--- config.mk ---
export PLATFORM = sky130hd
export DESIGN_NAME = xlat_walk_top
export DESIGN_NICKNAME = d
export VERILOG_FILES = /design/src/rtl/xlat_pkg.sv /design/src/rtl/xlat_gate.sv /design/src/rtl/xlat_addr.sv /design/src/rtl/xlat_fsm.sv /design/src/rtl/xlat_walk_top.sv
export SDC_FILE = /design/constraint.sdc
export NUM_CORES = 1
export LEC_CHECK = 0
export ABC_AREA = 0
export CAP_MARGIN = 0
export CORE_AREA = 2 2 204 206
export DETAILED_ROUTE_END_ITERATION = 6
export DIE_AREA = 0 0 206 208
export DONT_BUFFER_PORTS = 1
export SYNTH_ARGS = -nofsm -noshare
export SYNTH_HDL_FRONTEND = slang
export SYNTH_SLANG_ARGS = --single-unit
--- constraint.sdc ---
create_clock -name clk -period 6.55 [get_ports clk]
set_input_delay 1.31 -clock clk [delete_from_list [all_inputs] [get_ports clk]]
set_output_delay 1.31 -clock clk [all_outputs]
set_load 0.01 [all_outputs]
--- src/rtl/xlat_pkg.sv ---
package xlat_pkg;
   typedef enum logic [2:0] {
      W_IDLE   = 3'd0,
      W_RD_RGN = 3'd1,
      W_RD_SEG = 3'd2,
      W_RD_PG  = 3'd3,
      W_DONE   = 3'd4
   } walk_st_t;

   localparam logic [1:0] FS_ENABLED = 2'b10;
   localparam logic [1:0] FS_BLOCKED = 2'b11;
   localparam logic [1:0] TY_REGION  = 2'b11;
   localparam logic [1:0] TY_SEGMENT = 2'b10;
endpackage

--- src/rtl/xlat_gate.sv ---
module xlat_gate
   import xlat_pkg::*;
#(
   parameter int AW = 64
) (
   input  logic [AW-1:0] dma_addr,
   input  logic [AW-1:0] win_base,
   input  logic [AW-1:0] win_limit,
   input  logic [1:0]    fn_state,
   input  logic          xlat_en,
   output logic          go
);
   logic state_ok;
   logic in_window;

   always_comb begin
      state_ok  = xlat_en && ((fn_state == FS_ENABLED) || (fn_state == FS_BLOCKED));
      in_window = (dma_addr >= win_base) && (dma_addr <= win_limit);
      go        = state_ok && in_window;
   end
endmodule

--- src/rtl/xlat_addr.sv ---
module xlat_addr
   import xlat_pkg::*;
#(
   parameter int AW          = 64,
   parameter int RX_LSB      = 31,
   parameter int RX_W        = 11,
   parameter int SX_LSB      = 20,
   parameter int SX_W        = 11,
   parameter int PX_LSB      = 12,
   parameter int PX_W        = 8,
   parameter int ENTRY_BYTES = 8,
   parameter int ORG_FLAG    = 0
) (
   input  walk_st_t      level,
   input  logic [AW-1:0] dma_addr,
   input  logic [AW-1:0] origin,
   input  logic [AW-1:0] tbl_base,
   output logic [AW-1:0] entry_addr
);
   localparam int ESH = $clog2(ENTRY_BYTES);

   if (RX_LSB + RX_W > AW) begin : g_bad_rx
      $error("region index field exceeds address width");
   end
   if ((PX_LSB + PX_W > SX_LSB) || (SX_LSB + SX_W > RX_LSB)) begin : g_bad_order
      $error("index fields overlap");
   end
   if ((1 << ESH) != ENTRY_BYTES) begin : g_bad_entry
      $error("entry size must be a power of two");
   end

   logic [AW-1:0] org_clean;
   if (ORG_FLAG >= 0) begin : g_flag_mask
      assign org_clean = origin & ~(AW'(1) << ORG_FLAG);
   end else begin : g_no_flag
      assign org_clean = origin;
   end

   logic [AW-1:0] idx;
   logic [AW-1:0] base;

   always_comb begin
      case (level)
         W_RD_RGN: begin
            idx  = AW'(dma_addr[RX_LSB +: RX_W]);
            base = org_clean;
         end
         W_RD_SEG: begin
            idx  = AW'(dma_addr[SX_LSB +: SX_W]);
            base = tbl_base;
         end
         default: begin
            idx  = AW'(dma_addr[PX_LSB +: PX_W]);
            base = tbl_base;
         end
      endcase
      entry_addr = base + (idx << ESH);
   end
endmodule

--- src/rtl/xlat_fsm.sv ---
module xlat_fsm
   import xlat_pkg::*;
#(
   parameter int AW             = 64,
   parameter int TYPE_LSB       = 2,
   parameter int INV_BIT        = 10,
   parameter int STO_LSB        = 12,
   parameter int PTO_LSB        = 11,
   parameter int FRAME_LSB      = 12,
   parameter bit ZERO_PTE_FAULT = 1'b1
) (
   input  logic          clk,
   input  logic          rst_n,
   input  logic          req_valid,
   input  logic [AW-1:0] req_dma_addr,
   input  logic [AW-1:0] req_tbl_origin,
   input  logic          gate_ok,
   input  logic [AW-1:0] entry_addr,
   output logic          req_ready,
   output walk_st_t      level,
   output logic [AW-1:0] q_addr,
   output logic [AW-1:0] q_origin,
   output logic [AW-1:0] tbl_base,
   output logic          mem_req_valid,
   output logic [AW-1:0] mem_req_addr,
   input  logic          mem_rsp_valid,
   input  logic [AW-1:0] mem_rsp_data,
   output logic          rsp_valid,
   output logic [AW-1:0] rsp_frame,
   output logic [AW-1:0] rsp_mask,
   output logic          rsp_rw
);
   localparam logic [AW-1:0] PG_MASK  = (AW'(1) << FRAME_LSB) - AW'(1);
   localparam logic [AW-1:0] STO_MASK = (AW'(1) << STO_LSB) - AW'(1);
   localparam logic [AW-1:0] PTO_MASK = (AW'(1) << PTO_LSB) - AW'(1);

   walk_st_t st;
   logic     issued;
   logic     pte_void;
   logic [1:0] ent_type;

   if (ZERO_PTE_FAULT) begin : g_zero_fault
      assign pte_void = (mem_rsp_data == '0);
   end else begin : g_zero_pass
      assign pte_void = 1'b0;
   end

   assign ent_type = mem_rsp_data[TYPE_LSB +: 2];

   always_ff @(posedge clk or negedge rst_n) begin
      if (!rst_n) begin
         st        <= W_IDLE;
         issued    <= 1'b0;
         q_addr    <= '0;
         q_origin  <= '0;
         tbl_base  <= '0;
         rsp_frame <= '0;
         rsp_mask  <= '0;
         rsp_rw    <= 1'b0;
      end else begin
         case (st)
            W_IDLE: if (req_valid) begin
               q_addr   <= req_dma_addr;
               q_origin <= req_tbl_origin;
               issued   <= 1'b0;
               if (gate_ok) begin
                  st <= W_RD_RGN;
               end else begin
                  rsp_frame <= '0;
                  rsp_mask  <= '1;
                  rsp_rw    <= 1'b0;
                  st        <= W_DONE;
               end
            end
            W_RD_RGN: if (mem_rsp_valid) begin
               issued <= 1'b0;
               if (ent_type == TY_REGION) begin
                  tbl_base <= mem_rsp_data & ~STO_MASK;
                  st       <= W_RD_SEG;
               end else begin
                  rsp_frame <= '0;
                  rsp_mask  <= '1;
                  rsp_rw    <= 1'b0;
                  st        <= W_DONE;
               end
            end else if (!issued) begin
               issued <= 1'b1;
            end
            W_RD_SEG: if (mem_rsp_valid) begin
               issued <= 1'b0;
               if (ent_type == TY_SEGMENT) begin
                  tbl_base <= mem_rsp_data & ~PTO_MASK;
                  st       <= W_RD_PG;
               end else begin
                  rsp_frame <= '0;
                  rsp_mask  <= '1;
                  rsp_rw    <= 1'b0;
                  st        <= W_DONE;
               end
            end else if (!issued) begin
               issued <= 1'b1;
            end
            W_RD_PG: if (mem_rsp_valid) begin
               issued <= 1'b0;
               st     <= W_DONE;
               if (pte_void) begin
                  rsp_frame <= '0;
                  rsp_mask  <= '1;
                  rsp_rw    <= 1'b0;
               end else begin
                  rsp_frame <= mem_rsp_data & ~PG_MASK;
                  rsp_mask  <= PG_MASK;
                  rsp_rw    <= !mem_rsp_data[INV_BIT];
               end
            end else if (!issued) begin
               issued <= 1'b1;
            end
            default: st <= W_IDLE;
         endcase
      end
   end

   assign level         = st;
   assign req_ready     = (st == W_IDLE);
   assign mem_req_valid = ((st == W_RD_RGN) || (st == W_RD_SEG) || (st == W_RD_PG)) && !issued;
   assign mem_req_addr  = entry_addr;
   assign rsp_valid     = (st == W_DONE);

   // an idle walker never reads memory
   a_r10_idle_quiet: assert property (@(posedge clk) disable iff (!rst_n)
      req_ready |-> !mem_req_valid);
   // an unanswered read request is a single-cycle pulse
   a_r10_req_pulse: assert property (@(posedge clk) disable iff (!rst_n)
      (mem_req_valid && !mem_rsp_valid) |=> !mem_req_valid);
   // one result cycle, then ready again
   a_r9_single_rsp: assert property (@(posedge clk) disable iff (!rst_n)
      rsp_valid |=> (!rsp_valid && req_ready));
   // a rejected request answers next cycle with no permission
   a_r3_reject_fast: assert property (@(posedge clk) disable iff (!rst_n)
      (req_valid && req_ready && !gate_ok) |=> (rsp_valid && !rsp_rw && (rsp_mask == '1)));
   // a granted permission always carries the page mask
   a_r7_page_mask: assert property (@(posedge clk) disable iff (!rst_n)
      (rsp_valid && rsp_rw) |-> (rsp_mask == PG_MASK));
endmodule

--- src/rtl/xlat_walk_top.sv ---
module xlat_walk_top
   import xlat_pkg::*;
#(
   parameter int AW             = 64,
   parameter int RX_LSB         = 31,
   parameter int RX_W           = 11,
   parameter int SX_LSB         = 20,
   parameter int SX_W           = 11,
   parameter int PX_LSB         = 12,
   parameter int PX_W           = 8,
   parameter int ENTRY_BYTES    = 8,
   parameter int ORG_FLAG       = 0,
   parameter int TYPE_LSB       = 2,
   parameter int INV_BIT        = 10,
   parameter int STO_LSB        = 12,
   parameter int PTO_LSB        = 11,
   parameter bit ZERO_PTE_FAULT = 1'b1
) (
   input  logic          clk,
   input  logic          rst_n,
   input  logic          req_valid,
   output logic          req_ready,
   input  logic [AW-1:0] req_dma_addr,
   input  logic [AW-1:0] req_tbl_origin,
   input  logic [AW-1:0] req_win_base,
   input  logic [AW-1:0] req_win_limit,
   input  logic [1:0]    req_fn_state,
   input  logic          req_xlat_en,
   output logic          mem_req_valid,
   output logic [AW-1:0] mem_req_addr,
   input  logic          mem_rsp_valid,
   input  logic [AW-1:0] mem_rsp_data,
   output logic          rsp_valid,
   output logic [AW-1:0] rsp_frame,
   output logic [AW-1:0] rsp_mask,
   output logic          rsp_rw
);
   logic          gate_ok;
   walk_st_t      level;
   logic [AW-1:0] q_addr;
   logic [AW-1:0] q_origin;
   logic [AW-1:0] tbl_base;
   logic [AW-1:0] entry_addr;

   xlat_gate #(.AW(AW)) u_gate (
      .dma_addr  (req_dma_addr),
      .win_base  (req_win_base),
      .win_limit (req_win_limit),
      .fn_state  (req_fn_state),
      .xlat_en   (req_xlat_en),
      .go        (gate_ok)
   );

   xlat_addr #(
      .AW(AW), .RX_LSB(RX_LSB), .RX_W(RX_W), .SX_LSB(SX_LSB), .SX_W(SX_W),
      .PX_LSB(PX_LSB), .PX_W(PX_W), .ENTRY_BYTES(ENTRY_BYTES), .ORG_FLAG(ORG_FLAG)
   ) u_addr (
      .level      (level),
      .dma_addr   (q_addr),
      .origin     (q_origin),
      .tbl_base   (tbl_base),
      .entry_addr (entry_addr)
   );

   xlat_fsm #(
      .AW(AW), .TYPE_LSB(TYPE_LSB), .INV_BIT(INV_BIT), .STO_LSB(STO_LSB),
      .PTO_LSB(PTO_LSB), .FRAME_LSB(PX_LSB), .ZERO_PTE_FAULT(ZERO_PTE_FAULT)
   ) u_fsm (
      .clk            (clk),
      .rst_n          (rst_n),
      .req_valid      (req_valid),
      .req_dma_addr   (req_dma_addr),
      .req_tbl_origin (req_tbl_origin),
      .gate_ok        (gate_ok),
      .entry_addr     (entry_addr),
      .req_ready      (req_ready),
      .level          (level),
      .q_addr         (q_addr),
      .q_origin       (q_origin),
      .tbl_base       (tbl_base),
      .mem_req_valid  (mem_req_valid),
      .mem_req_addr   (mem_req_addr),
      .mem_rsp_valid  (mem_rsp_valid),
      .mem_rsp_data   (mem_rsp_data),
      .rsp_valid      (rsp_valid),
      .rsp_frame      (rsp_frame),
      .rsp_mask       (rsp_mask),
      .rsp_rw         (rsp_rw)
   );
endmodule

==> run metrics <==
status=complete, no violations; Post-Synthesis Cells=approximately 1600; Reg area=0.00513 mm2; Row Count=74; maximum clock insertion buffer count=3; Vias/cell=5.80; CP endpoint kind=primary output; Detailed Place HPWL=~38000 um; Yosys reg bits=roughly 210; Total Wirelength=48900 um; Seq/Total Area, Yosys=around a third; Layout area overhead=5.94%; Post-CTS Hold Buffers=0; first drt pass iteration count=7; crit-path max FO=32; most frequent cell after synthesis=dfrtp_1; top cells by area, synth=dfrtp_1 (34%), ha_1 (12%), mux2_2 (11%); area of the die=0.0428 mm2; vias in the first global route=roughly 12000; layout net count=just under 2000; period utilization=95.1%; Synth top area share=33.9%; fin crit period=about 6200 ps; Max Slew Vio Count=0; top-level port count=523; Core Box Area=0.0406 mm2; number of synthesized flops with an enable pin=0; Post-Route Skew=about 23 ps; first-pass GRT wire length=between 70000 and 80000 um; max capacitance violation total=0; PortBufs=0; Inserted Clock Buffers=24; f_max=161 MHz; Worst-Margin Slew=1190 ps; Post-synth ARST share=100%; CTS tree=built; GR Overflow Total=0; layout cells sized above 1=between 10 and 15%; Pleak=0.00726 uW; Total GRT Usage=21.9%; WP data arrival=4920 ps; clk_lat worst skew=540 ps; Die H=roughly 210 um; critical path launch point type=flop; # H-tree levels=1; synth unique cells=73; critical path class=flop to primary output; # DRC=0; total power=3670 uW; largest net degree at the start of global routing=about 200; WHS=463 ps; Worst VDD drop=160 uV; post-CTS setup buffers=0; DR WL/cell=23.7 um; worst hold path class=primary input to asynchronous set/reset pin; Hold Vio Cnt, Final=0; initial antenna violation count=12; synth warn=0; commonest cells in the netlist=dfrtp_1 (205), mux2_2 (147), ha_1 (139); Data required, critical path=5240 ps; Clock Sinks=~200; cell taking the most area after synthesis=dfrtp_1; Avg Inst Size Synth=~9.4 um2; starting DRC count in detailed routing=~910; Final ANT Viol Nets=0; vias after detailed routing=11990; RSZ-0062 raised after global routing=no; mapped cell area=~0.015 mm2; area of the multi-input gates=slightly below 0.009 mm2; pwr/cell area=229 mW/mm2; Fin Setup TNS=0 ps; Initial Util=37.3%; max_slew headroom=20.7%; die extent in x=just over 200 um; GPL Wtd Cong=0.863; CTS root buf=clkbuf_16; Main synth FF type=dfrtp_1; Setup-failing EPs final=0; Clock transition at path regs=roughly 60 ps; Fillers=4057
metal layers:
layer | vias to the layer above | global-route usage (%) | wire (um)
li1 | 5549 | - | -
met2 | 468 | 34.7 | 22600
met4 | 14 | 8.05 | 1830
met3 | 113 | 6.78 | 4210
met1 | 5846 | 28.1 | 20200
met5 | - | 0 | 95
cell families (layout without fill, tap and decap cells):
group / after synthesis / count (layout) / synth area share [%]
and+or+nand+nor: 375 / 375 / 13.3
AOI/OAI and AO/OA: 338 / 338 / 13.9
buffers and inverters: 280 / 197 / 9.08
DFF: 205 / 205 / 33.9
muxes: 200 / 200 / 14.5
adders and majority gates: 140 / 140 / 11.6
xor gates and xnor gates: 64 / 64 / 3.71
other: 1 / 16 / 0.0248
through the flow:
stage / instance area (um2) / util, % / std cells / setup slack [ps]
final: 16000 / 39.5 / 2067 / 323
after global routing: 16000 / 39.5 / 2066 / 69.7
after CTS: 16000 / 39.4 / 2064 / 39.6
after detailed placement: 15200 / 37.4 / 2022 / 468
after global placement: 15200 / 37.4 / 2022 / 611
after floorplan: 15200 / - / 1615 / 480
cells in the final DEF (no fill, tap or decap), types with 10 or more instances in the layout:
master	netlist	final
dfrtp_1	205	204
mux2_2	147	147
ha_1	139	139
inv_1	138	138
o21ai_0	120	120
nand2_1	91	91
a21oi_1	63	63
a22oi_1	62	62
nand3_1	56	55
mux2i_1	53	53
nand4_1	53	53
xnor2_1	42	42
nor2_1	38	38
nor3_1	30	28
clkbuf_16	0	25
nor4_1	24	23
xor2_1	22	22
a21o_1	18	18
and2_1	18	17
buf_4	76	16
o21ai_1	13	13
conb_1	1	13
a211oi_1	11	11
and3_1	10	10
critical path: stages (launching register included):
cell      delay [ps]
dfrtp_1          480
nor3b_2          420
buf_4            450
and2_1           190
ha_1             200
fa_1             250
a211oi_1         110
o211ai_1         420
a311oi_2         300
or4_1            790
nor4_2           320
xnor2_1          100
mux2i_1          340
layout make-up:
type | count | area share (%)
Clock inverter | 7 | 0.602
Inverter | 138 | 3.23
Sequential cell | 205 | 32.1
Clock buffer | 35 | 4.52
Multi-Input combinational cell | 1130 | 54.5
Tap cell | 532 | 4.16
Timing Repair Buffer | 17 | 0.922
Antenna cell | 3 | 0.0469
flip-flops by register name, summed over array words and instances (netlist names):
name / flops
u_fsm.issued: 1
u_fsm.level: 3
u_fsm.q_addr: 30
u_fsm.q_origin: 63
u_fsm.rsp_frame: 52
u_fsm.rsp_mask: 2
u_fsm.rsp_rw: 1
u_fsm.tbl_base: 53
worst paths after layout:
path,startpoint,end,slack (ps),depth (start not counted)
min in group clk,u_fsm.q_origin[2],u_fsm.q_origin[2],500,1
max in group asynchronous,rst_n,u_fsm.rsp_mask[62],5730,0
worst min-delay path,rst_n,u_fsm.rsp_frame[50],460,0
worst min register to register,u_fsm.q_origin[2],u_fsm.q_origin[2],500,1
worst max-delay path,u_fsm.level[2],mem_req_addr[49],320,12
worst max register to register,u_fsm.level[0],u_fsm.level[0],3220,8
repair_timing:
| action | 4_1_cts | 5_1_grt |
|---|---|---|
| gates cloned | 0 | 0 |
| setup endpoints to repair | 2 | 6 |
| gates resized for setup | 1 | 2 |
| endpoints found under the hold margin | 0 | 0 |
where the power goes:
part | total [uW] | internal (uW) | switching [uW]
Combinational | 680 | 312 | 368
Sequential | 1580 | 1430 | 153
Clock | 1400 | 842 | 561
(Power assumes the default switching activity.)
